--- config.mk ---
export PLATFORM = sky130hd
export DESIGN_NAME = hc_cmd_ctrl
export DESIGN_NICKNAME = d
export VERILOG_FILES = /design/src/rtl/hc_cmd_pkg.sv /design/src/rtl/hc_cmd_fields.sv /design/src/rtl/hc_cmd_doorbell.sv /design/src/rtl/hc_cmd_uframe_timer.sv /design/src/rtl/hc_cmd_irq_gate.sv /design/src/rtl/hc_cmd_ctrl.sv
export SDC_FILE = /design/constraint.sdc
export NUM_CORES = 1
export LEC_CHECK = 0
export ABC_AREA = 1
export BUFFER_PORTS_ARGS = -buffer_cell sky130_fd_sc_hd__buf_2
export CAP_MARGIN = 30
export CORE_ASPECT_RATIO = 1.75
export CORE_MARGIN = 10
export CORE_UTILIZATION = 47
export CTS_BUF_LIST = sky130_fd_sc_hd__clkbuf_8 sky130_fd_sc_hd__clkbuf_16
export CTS_CLUSTER_SIZE = 24
export DETAILED_ROUTE_END_ITERATION = 8
export PLACE_DENSITY = 0.81
export SKIP_CTS_REPAIR_TIMING = 1
export SLEW_MARGIN = 20
export SYNTH_ARGS = -nofsm -noshare
export SYNTH_HDL_FRONTEND = slang
export SYNTH_SLANG_ARGS = --single-unit
--- constraint.sdc ---
create_clock -name clk_i -period 2.15 [get_ports clk_i]
set_input_delay 0.215 -clock clk_i [delete_from_list [all_inputs] [get_ports clk_i]]
set_output_delay 0.215 -clock clk_i [all_outputs]
set_load 0.05 [all_outputs]
--- src/rtl/hc_cmd_pkg.sv ---
package hc_cmd_pkg;
  localparam int unsigned DATA_W   = 32;
  localparam int unsigned THR_W    = 8;
  localparam int unsigned THR_LSB  = 16;
  localparam int unsigned DB_BIT   = 6;
  localparam int unsigned ASE_BIT  = 5;
  localparam int unsigned PSE_BIT  = 4;
  localparam logic [THR_W-1:0] THR_RST  = 8'h08;
  localparam logic [THR_W-1:0] THR_MAXC = 8'h40;

  // legal pacing codes: a single set bit no higher than THR_MAXC
  function automatic logic thr_legal(input logic [THR_W-1:0] code);
    int unsigned ones;
    ones = 0;
    for (int i = 0; i < int'(THR_W); i++) ones += int'(code[i]);
    return (ones == 1) && (code <= THR_MAXC);
  endfunction
endpackage

--- src/rtl/hc_cmd_fields.sv ---
module hc_cmd_fields
  import hc_cmd_pkg::*;
(
  input  logic             clk_i,
  input  logic             rst_ni,
  input  logic             wr_i,
  input  logic [THR_W-1:0] thr_wdata_i,
  input  logic             ase_wdata_i,
  input  logic             pse_wdata_i,
  output logic [THR_W-1:0] thr_o,
  output logic             ase_o,
  output logic             pse_o
);
  logic [THR_W-1:0] thr_q;
  logic             ase_q, pse_q;
  logic             thr_ok;

  assign thr_ok = thr_legal(thr_wdata_i);

  always_ff @(posedge clk_i or negedge rst_ni) begin
    if (!rst_ni) begin
      thr_q <= THR_RST;
      ase_q <= 1'b0;
      pse_q <= 1'b0;
    end else if (wr_i) begin
      if (thr_ok) thr_q <= thr_wdata_i;
      ase_q <= ase_wdata_i;
      pse_q <= pse_wdata_i;
    end
  end

  assign thr_o = thr_q;
  assign ase_o = ase_q;
  assign pse_o = pse_q;
endmodule

--- src/rtl/hc_cmd_doorbell.sv ---
module hc_cmd_doorbell (
  input  logic clk_i,
  input  logic rst_ni,
  input  logic ring_i,
  input  logic ase_i,
  input  logic evict_i,
  input  logic sts_clr_i,
  output logic db_o,
  output logic sts_o
);
  logic db_q, ack_q, sts_q;
  logic evict_hit;

  assign evict_hit = evict_i && db_q;

  always_ff @(posedge clk_i or negedge rst_ni) begin
    if (!rst_ni) begin
      db_q  <= 1'b0;
      ack_q <= 1'b0;
    end else if (ack_q) begin
      // flag already raised on the previous edge
      db_q  <= 1'b0;
      ack_q <= 1'b0;
    end else if (evict_hit) begin
      ack_q <= 1'b1;
    end else if (ring_i && ase_i && !db_q) begin
      db_q  <= 1'b1;
    end
  end

  always_ff @(posedge clk_i or negedge rst_ni) begin
    if (!rst_ni)        sts_q <= 1'b0;
    else if (evict_hit) sts_q <= 1'b1;
    else if (sts_clr_i) sts_q <= 1'b0;
  end

  assign db_o  = db_q;
  assign sts_o = sts_q;
endmodule

--- src/rtl/hc_cmd_uframe_timer.sv ---
module hc_cmd_uframe_timer
  import hc_cmd_pkg::*;
(
  input  logic             clk_i,
  input  logic             rst_ni,
  input  logic             tick_i,
  input  logic [THR_W-1:0] thr_i,
  output logic             bound_o
);
  logic [THR_W-1:0] cnt_q;
  logic [THR_W:0]   cnt_nx;

  assign cnt_nx  = {1'b0, cnt_q} + 1'b1;
  assign bound_o = tick_i && (cnt_nx >= {1'b0, thr_i});

  always_ff @(posedge clk_i or negedge rst_ni) begin
    if (!rst_ni)      cnt_q <= '0;
    else if (bound_o) cnt_q <= '0;
    else if (tick_i)  cnt_q <= cnt_nx[THR_W-1:0];
  end
endmodule

--- src/rtl/hc_cmd_irq_gate.sv ---
module hc_cmd_irq_gate (
  input  logic clk_i,
  input  logic rst_ni,
  input  logic bound_i,
  input  logic sts_i,
  input  logic ie_i,
  output logic irq_o
);
  logic irq_q;

  always_ff @(posedge clk_i or negedge rst_ni) begin
    if (!rst_ni) irq_q <= 1'b0;
    else         irq_q <= (irq_q || bound_i) && sts_i && ie_i;
  end

  // drop at once when flag or enable goes away
  assign irq_o = irq_q && sts_i && ie_i;
endmodule

--- src/rtl/hc_cmd_ctrl.sv ---
module hc_cmd_ctrl
  import hc_cmd_pkg::*;
(
  input  logic              clk_i,
  input  logic              rst_ni,
  input  logic              reg_wr_i,
  input  logic [DATA_W-1:0] reg_wdata_i,
  output logic [DATA_W-1:0] reg_rdata_o,
  input  logic              sts_clr_i,
  input  logic              adv_ie_i,
  input  logic              uframe_tick_i,
  input  logic              evict_done_i,
  output logic              async_en_o,
  output logic              periodic_en_o,
  output logic              adv_sts_o,
  output logic              irq_o
);
  logic [THR_W-1:0] thr;
  logic             ase, pse, db, sts, bound;
  logic             unused_wdata;

  assign unused_wdata = ^{reg_wdata_i[DATA_W-1:THR_LSB+THR_W],
                          reg_wdata_i[THR_LSB-1:DB_BIT+1],
                          reg_wdata_i[PSE_BIT-1:0]};

  hc_cmd_fields u_fields (
    .clk_i       (clk_i),
    .rst_ni      (rst_ni),
    .wr_i        (reg_wr_i),
    .thr_wdata_i (reg_wdata_i[THR_LSB+:THR_W]),
    .ase_wdata_i (reg_wdata_i[ASE_BIT]),
    .pse_wdata_i (reg_wdata_i[PSE_BIT]),
    .thr_o       (thr),
    .ase_o       (ase),
    .pse_o       (pse)
  );

  hc_cmd_doorbell u_db (
    .clk_i     (clk_i),
    .rst_ni    (rst_ni),
    .ring_i    (reg_wr_i && reg_wdata_i[DB_BIT]),
    .ase_i     (ase),
    .evict_i   (evict_done_i),
    .sts_clr_i (sts_clr_i),
    .db_o      (db),
    .sts_o     (sts)
  );

  hc_cmd_uframe_timer u_timer (
    .clk_i   (clk_i),
    .rst_ni  (rst_ni),
    .tick_i  (uframe_tick_i),
    .thr_i   (thr),
    .bound_o (bound)
  );

  hc_cmd_irq_gate u_irq (
    .clk_i   (clk_i),
    .rst_ni  (rst_ni),
    .bound_i (bound),
    .sts_i   (sts),
    .ie_i    (adv_ie_i),
    .irq_o   (irq_o)
  );

  always_comb begin
    reg_rdata_o                     = '0;
    reg_rdata_o[THR_LSB+:THR_W]     = thr;
    reg_rdata_o[DB_BIT]             = db;
    reg_rdata_o[ASE_BIT]            = ase;
    reg_rdata_o[PSE_BIT]            = pse;
  end

  assign async_en_o    = ase;
  assign periodic_en_o = pse;
  assign adv_sts_o     = sts;
endmodule

==> impl_summary.log <==
[metrics] cell mode on critical path: sky130_fd_sc_hd__fa_1
[metrics] placed instance area: 1860 µm²
[metrics] number of failing hold endpoints at the final stage: 0
[metrics] CP max-delay cell: sky130_fd_sc_hd__fa_1
[metrics] number of buffer and inverter stages on the critical path: 5
[metrics] Net Sw Frac: 50.1%
[metrics] violations in the final reports: negative setup slack
[metrics] worst setup path startpoint: reg_wdata_i[17]
[metrics] TritonCTS clock tree: done
[metrics] gate family responsible for the most delay along the worst path: adder cells
[metrics] run status: complete, but fails checks
[metrics] worst setup skew after layout: 0.00279 ns
[metrics] drt drc: 0
[metrics] minimum setup slack in the final design: -0.791 ns
[metrics] Routed WL per cell: 12.9 µm
[metrics] number of flops mapped to enable cells by yosys: 0
[metrics] area taken by multi-input logic gates: 901 µm²
[metrics] Antenna Violating Nets Remaining: 0
[metrics] Antenna Cells: 0
[metrics] core area: 3360 µm²
[metrics] Die Width: 64.5 µm
[metrics] maximum cell stage delay along the critical path: 0.49 ns
[metrics] Gate Count Post-Synth: 199
[metrics] via count of the first global-routing pass: 1434
[metrics] layout cells sized above 1: 33.5%
[metrics] power spent charging and discharging nets: 1250 µW
[metrics] leakage power: 0.00119 µW
[metrics] crit path cell chain: buf_12, inv_12, ha_4, inv_2, fa_1, fa_1, inv_1, fa_2, inv_2, fa_1, nand4_1, a211oi_4, nand2_4, nand2_1, o21ai_2
[metrics] clk slew on worst S/H paths: 0.08 ns
[metrics] total global-route track usage: 11.2%
[metrics] worst endpoint required time: 2.30 ns
[metrics] Layout area overhead: 25.4%
[metrics] power density over cell area: 1220 nW/µm²
[metrics] placed cell count: 284
[metrics] synthesized area divided by synthesized cell count: 8.19 µm²
[metrics] finished layout cell area: 2040 µm²
[metrics] number of H-tree levels: 1
[metrics] Clock Root Buffer: sky130_fd_sc_hd__clkbuf_8
[metrics] count of cell types in the netlist: 26
[metrics] transition time at the pin with the least slew margin: 0.519 ns
[metrics] Final Net Count: 302
[metrics] post-synthesis register bit count: 22
[metrics] number of cells on the worst hold path: 2
[metrics] Cell Int Power: 1250 µW
[metrics] starting density of the core: 48.4%
[metrics] achievable frequency: 340 MHz
[metrics] overflow left after global routing: 0
[metrics] sequential-to-total area share from yosys stat: 33.9%
[metrics] overall die height: 97.9 µm
[metrics] share of flip-flops with an asynchronous set or reset: 100%
[metrics] Comb power frac: 60.8%
[metrics] Reg area: 552 µm²
[metrics] utilization after layout: 60.8%
[metrics] part of the cycle the worst path needs: 137%
[metrics] Vias/cell: 4.75
[metrics] tightest slew margin relative to the limit: 65.1%
[metrics] launch instance of the worst min-delay path: sts_clr_i
[metrics] number of buffers on the longest clock path: 2
[metrics] power share of the clock group: 11.7%
[metrics] Detailed Route Iter0 Violations: 56
[metrics] Max Transition Viols Final: 0
[metrics] R2R Path Start: u_timer.cnt_q[0]
[metrics] Post-synth top flop: sky130_fd_sc_hd__dfrtp_1
[metrics] post-synthesis cell type with the largest combined area: sky130_fd_sc_hd__dfrtp_1
[metrics] cell with the most instances after synthesis: sky130_fd_sc_hd__nand2_1
[metrics] filler-free cell count of the finished design: 290
[metrics] vias post-DR: 1378
[metrics] antenna violations before repair: 0
[metrics] Cell Area, Synth: 1630 µm²
[metrics] row count: 28
[metrics] clock sink total: 22
[metrics] total of buffers placed on input and output ports: 32
[metrics] global-route wire length before repair: 5980 µm
[metrics] biggest area contributors in the synthesized netlist: sky130_fd_sc_hd__dfrtp_1, sky130_fd_sc_hd__buf_4, sky130_fd_sc_hd__nand2_1, sky130_fd_sc_hd__ha_1, sky130_fd_sc_hd__inv_1
[metrics] fill cell instance count of the final layout: 313
[metrics] maximum vdd drop: 0.000771 V
[metrics] startpoint type of the worst setup path: primary input
[metrics] Yosys top cell area share: 32.3%
[metrics] Critical Path Sink Type: register
[metrics] clock latency of the later-clocked register in the worst-skew pair: 0.26 ns
[metrics] yosys synthesis warning count: 0
[metrics] path class of the lowest-slack min-delay path: in -> reg
[metrics] cts bufs inserted: 3
[metrics] clock period minus final worst setup slack: 2.94 ns
[metrics] data arrival time of the critical path: 3.09 ns
[metrics] TritonRoute pass-1 iters: 4
[metrics] # IOs: 75
[metrics] total wirelength of the detailed-routed design: 3750 µm
[metrics] count of endpoints failing setup in the final report: 8
[metrics] setup TNS: -6.02 ns
[metrics] CP Max Fanout: 7
[metrics] last weighted congestion value of the routability-driven placer: 0.828
[metrics] largest net degree at the start of global routing: 23
[metrics] maximum capacitance violations: 0
[metrics] instance count on the critical path: 15
[metrics] cell count of the worst reg-to-reg path: 15
[metrics] RSZ-0062 raised after global routing: yes
[metrics] Total Die Area: 6310 µm²
[metrics] relative contribution of sequential cells to total power: 27.6%
[metrics] HPWL reported at the end of detailed placement: 2960 µm
[metrics] Post-synth top cells: sky130_fd_sc_hd__nand2_1, sky130_fd_sc_hd__inv_1, sky130_fd_sc_hd__buf_4, sky130_fd_sc_hd__dfrtp_1, sky130_fd_sc_hd__ha_1
[metrics] classification of the worst setup path: in -> reg
[cell usage in the layout, fill, tap and decap left out, types with 3 or more instances in the layout]
cell type                  count
sky130_fd_sc_hd__nor2_1        5
sky130_fd_sc_hd__fa_1          3
sky130_fd_sc_hd__buf_4        11
sky130_fd_sc_hd__buf_2        30
sky130_fd_sc_hd__inv_1        35
sky130_fd_sc_hd__buf_6         3
sky130_fd_sc_hd__dfrtp_1      21
sky130_fd_sc_hd__conb_1       21
sky130_fd_sc_hd__nand2_2       3
sky130_fd_sc_hd__nand3_1       4
sky130_fd_sc_hd__o21ai_2       6
sky130_fd_sc_hd__nand4_1      11
sky130_fd_sc_hd__ha_1         10
sky130_fd_sc_hd__clkbuf_8      4
sky130_fd_sc_hd__a21oi_1       3
sky130_fd_sc_hd__nand2_1      43
[final timing paths]
check                           slack [ns]                 to
worst max-delay path                 -0.79  u_fields.thr_o[6]
worst min-delay path                  0.14         u_db.sts_o
worst max register to register        0.09        u_irq.irq_q
worst min register to register        0.43          u_db.db_o
max in group asynchronous             1.34  u_fields.thr_o[3]
min in group asynchronous             0.46   u_timer.cnt_q[0]
[stage by stage]
stage	power (µW)	hold slack [ns]	setup WS (ns)
2_1_floorplan	1730	-0.0806	-0.791
3_3_place_gp	2040	0.207	-1.07
3_5_place_dp	2070	0.203	-1.17
4_1_cts	2370	-0.0746	-0.912
5_1_grt	2710	0.140	-0.913
6_report	2500	0.136	-0.791
[cell families (layout without fill, tap and decap cells)]
| group | count (synthesis) | in the layout | synth area share (%) |
|---|---|---|---|
| other cells | 1 | 21 | 0.230 |
| mux | 2 | 2 | 1.38 |
| fa+ha+maj | 17 | 17 | 14.9 |
| xor+xnor | 3 | 3 | 1.61 |
| buf+inv | 66 | 91 | 21.3 |
| flops | 22 | 22 | 33.9 |
| simple gates | 72 | 73 | 19.3 |
| compound gates | 16 | 16 | 7.45 |
[power groups by stage]
stage	sequential [µW]	combinational (µW)	clock, µW
after detailed placement	685	1390	0
final	690	1520	292
after floorplan	967	760	0
after global routing	714	1690	309
after CTS	677	1400	292
after global placement	681	1360	0
[area by class of cell]
type | count | share of cell area, %
Inverter | 40 | 8.21
Sequential cell | 22 | 27.0
Tap cell | 45 | 2.76
Clock buffer | 4 | 2.69
Multi-Input combinational cell | 132 | 44.1
Timing Repair Buffer | 47 | 15.2
[state kept, by name, indices dropped and copies added, names as in the netlist]
| name | count |
|---|---|
| u_irq.irq_q | 1 |
| u_fields.thr_o | 8 |
| u_timer.cnt_q | 8 |
| u_db.ack_q | 1 |
| u_db.sts_o | 1 |
| u_fields.pse_o | 1 |
| u_db.db_o | 1 |
| u_fields.ase_o | 1 |
[layer usage]
layer,up-vias,global-route usage (%),share of wire (%)
met1,646,10.9,35
met4,0,2.32,2.5
met3,12,4.12,6.8
met2,55,21.2,55
met5,-,0,0
li1,665,-,-
No activity file was read; power rests on OpenSTA's default activity.
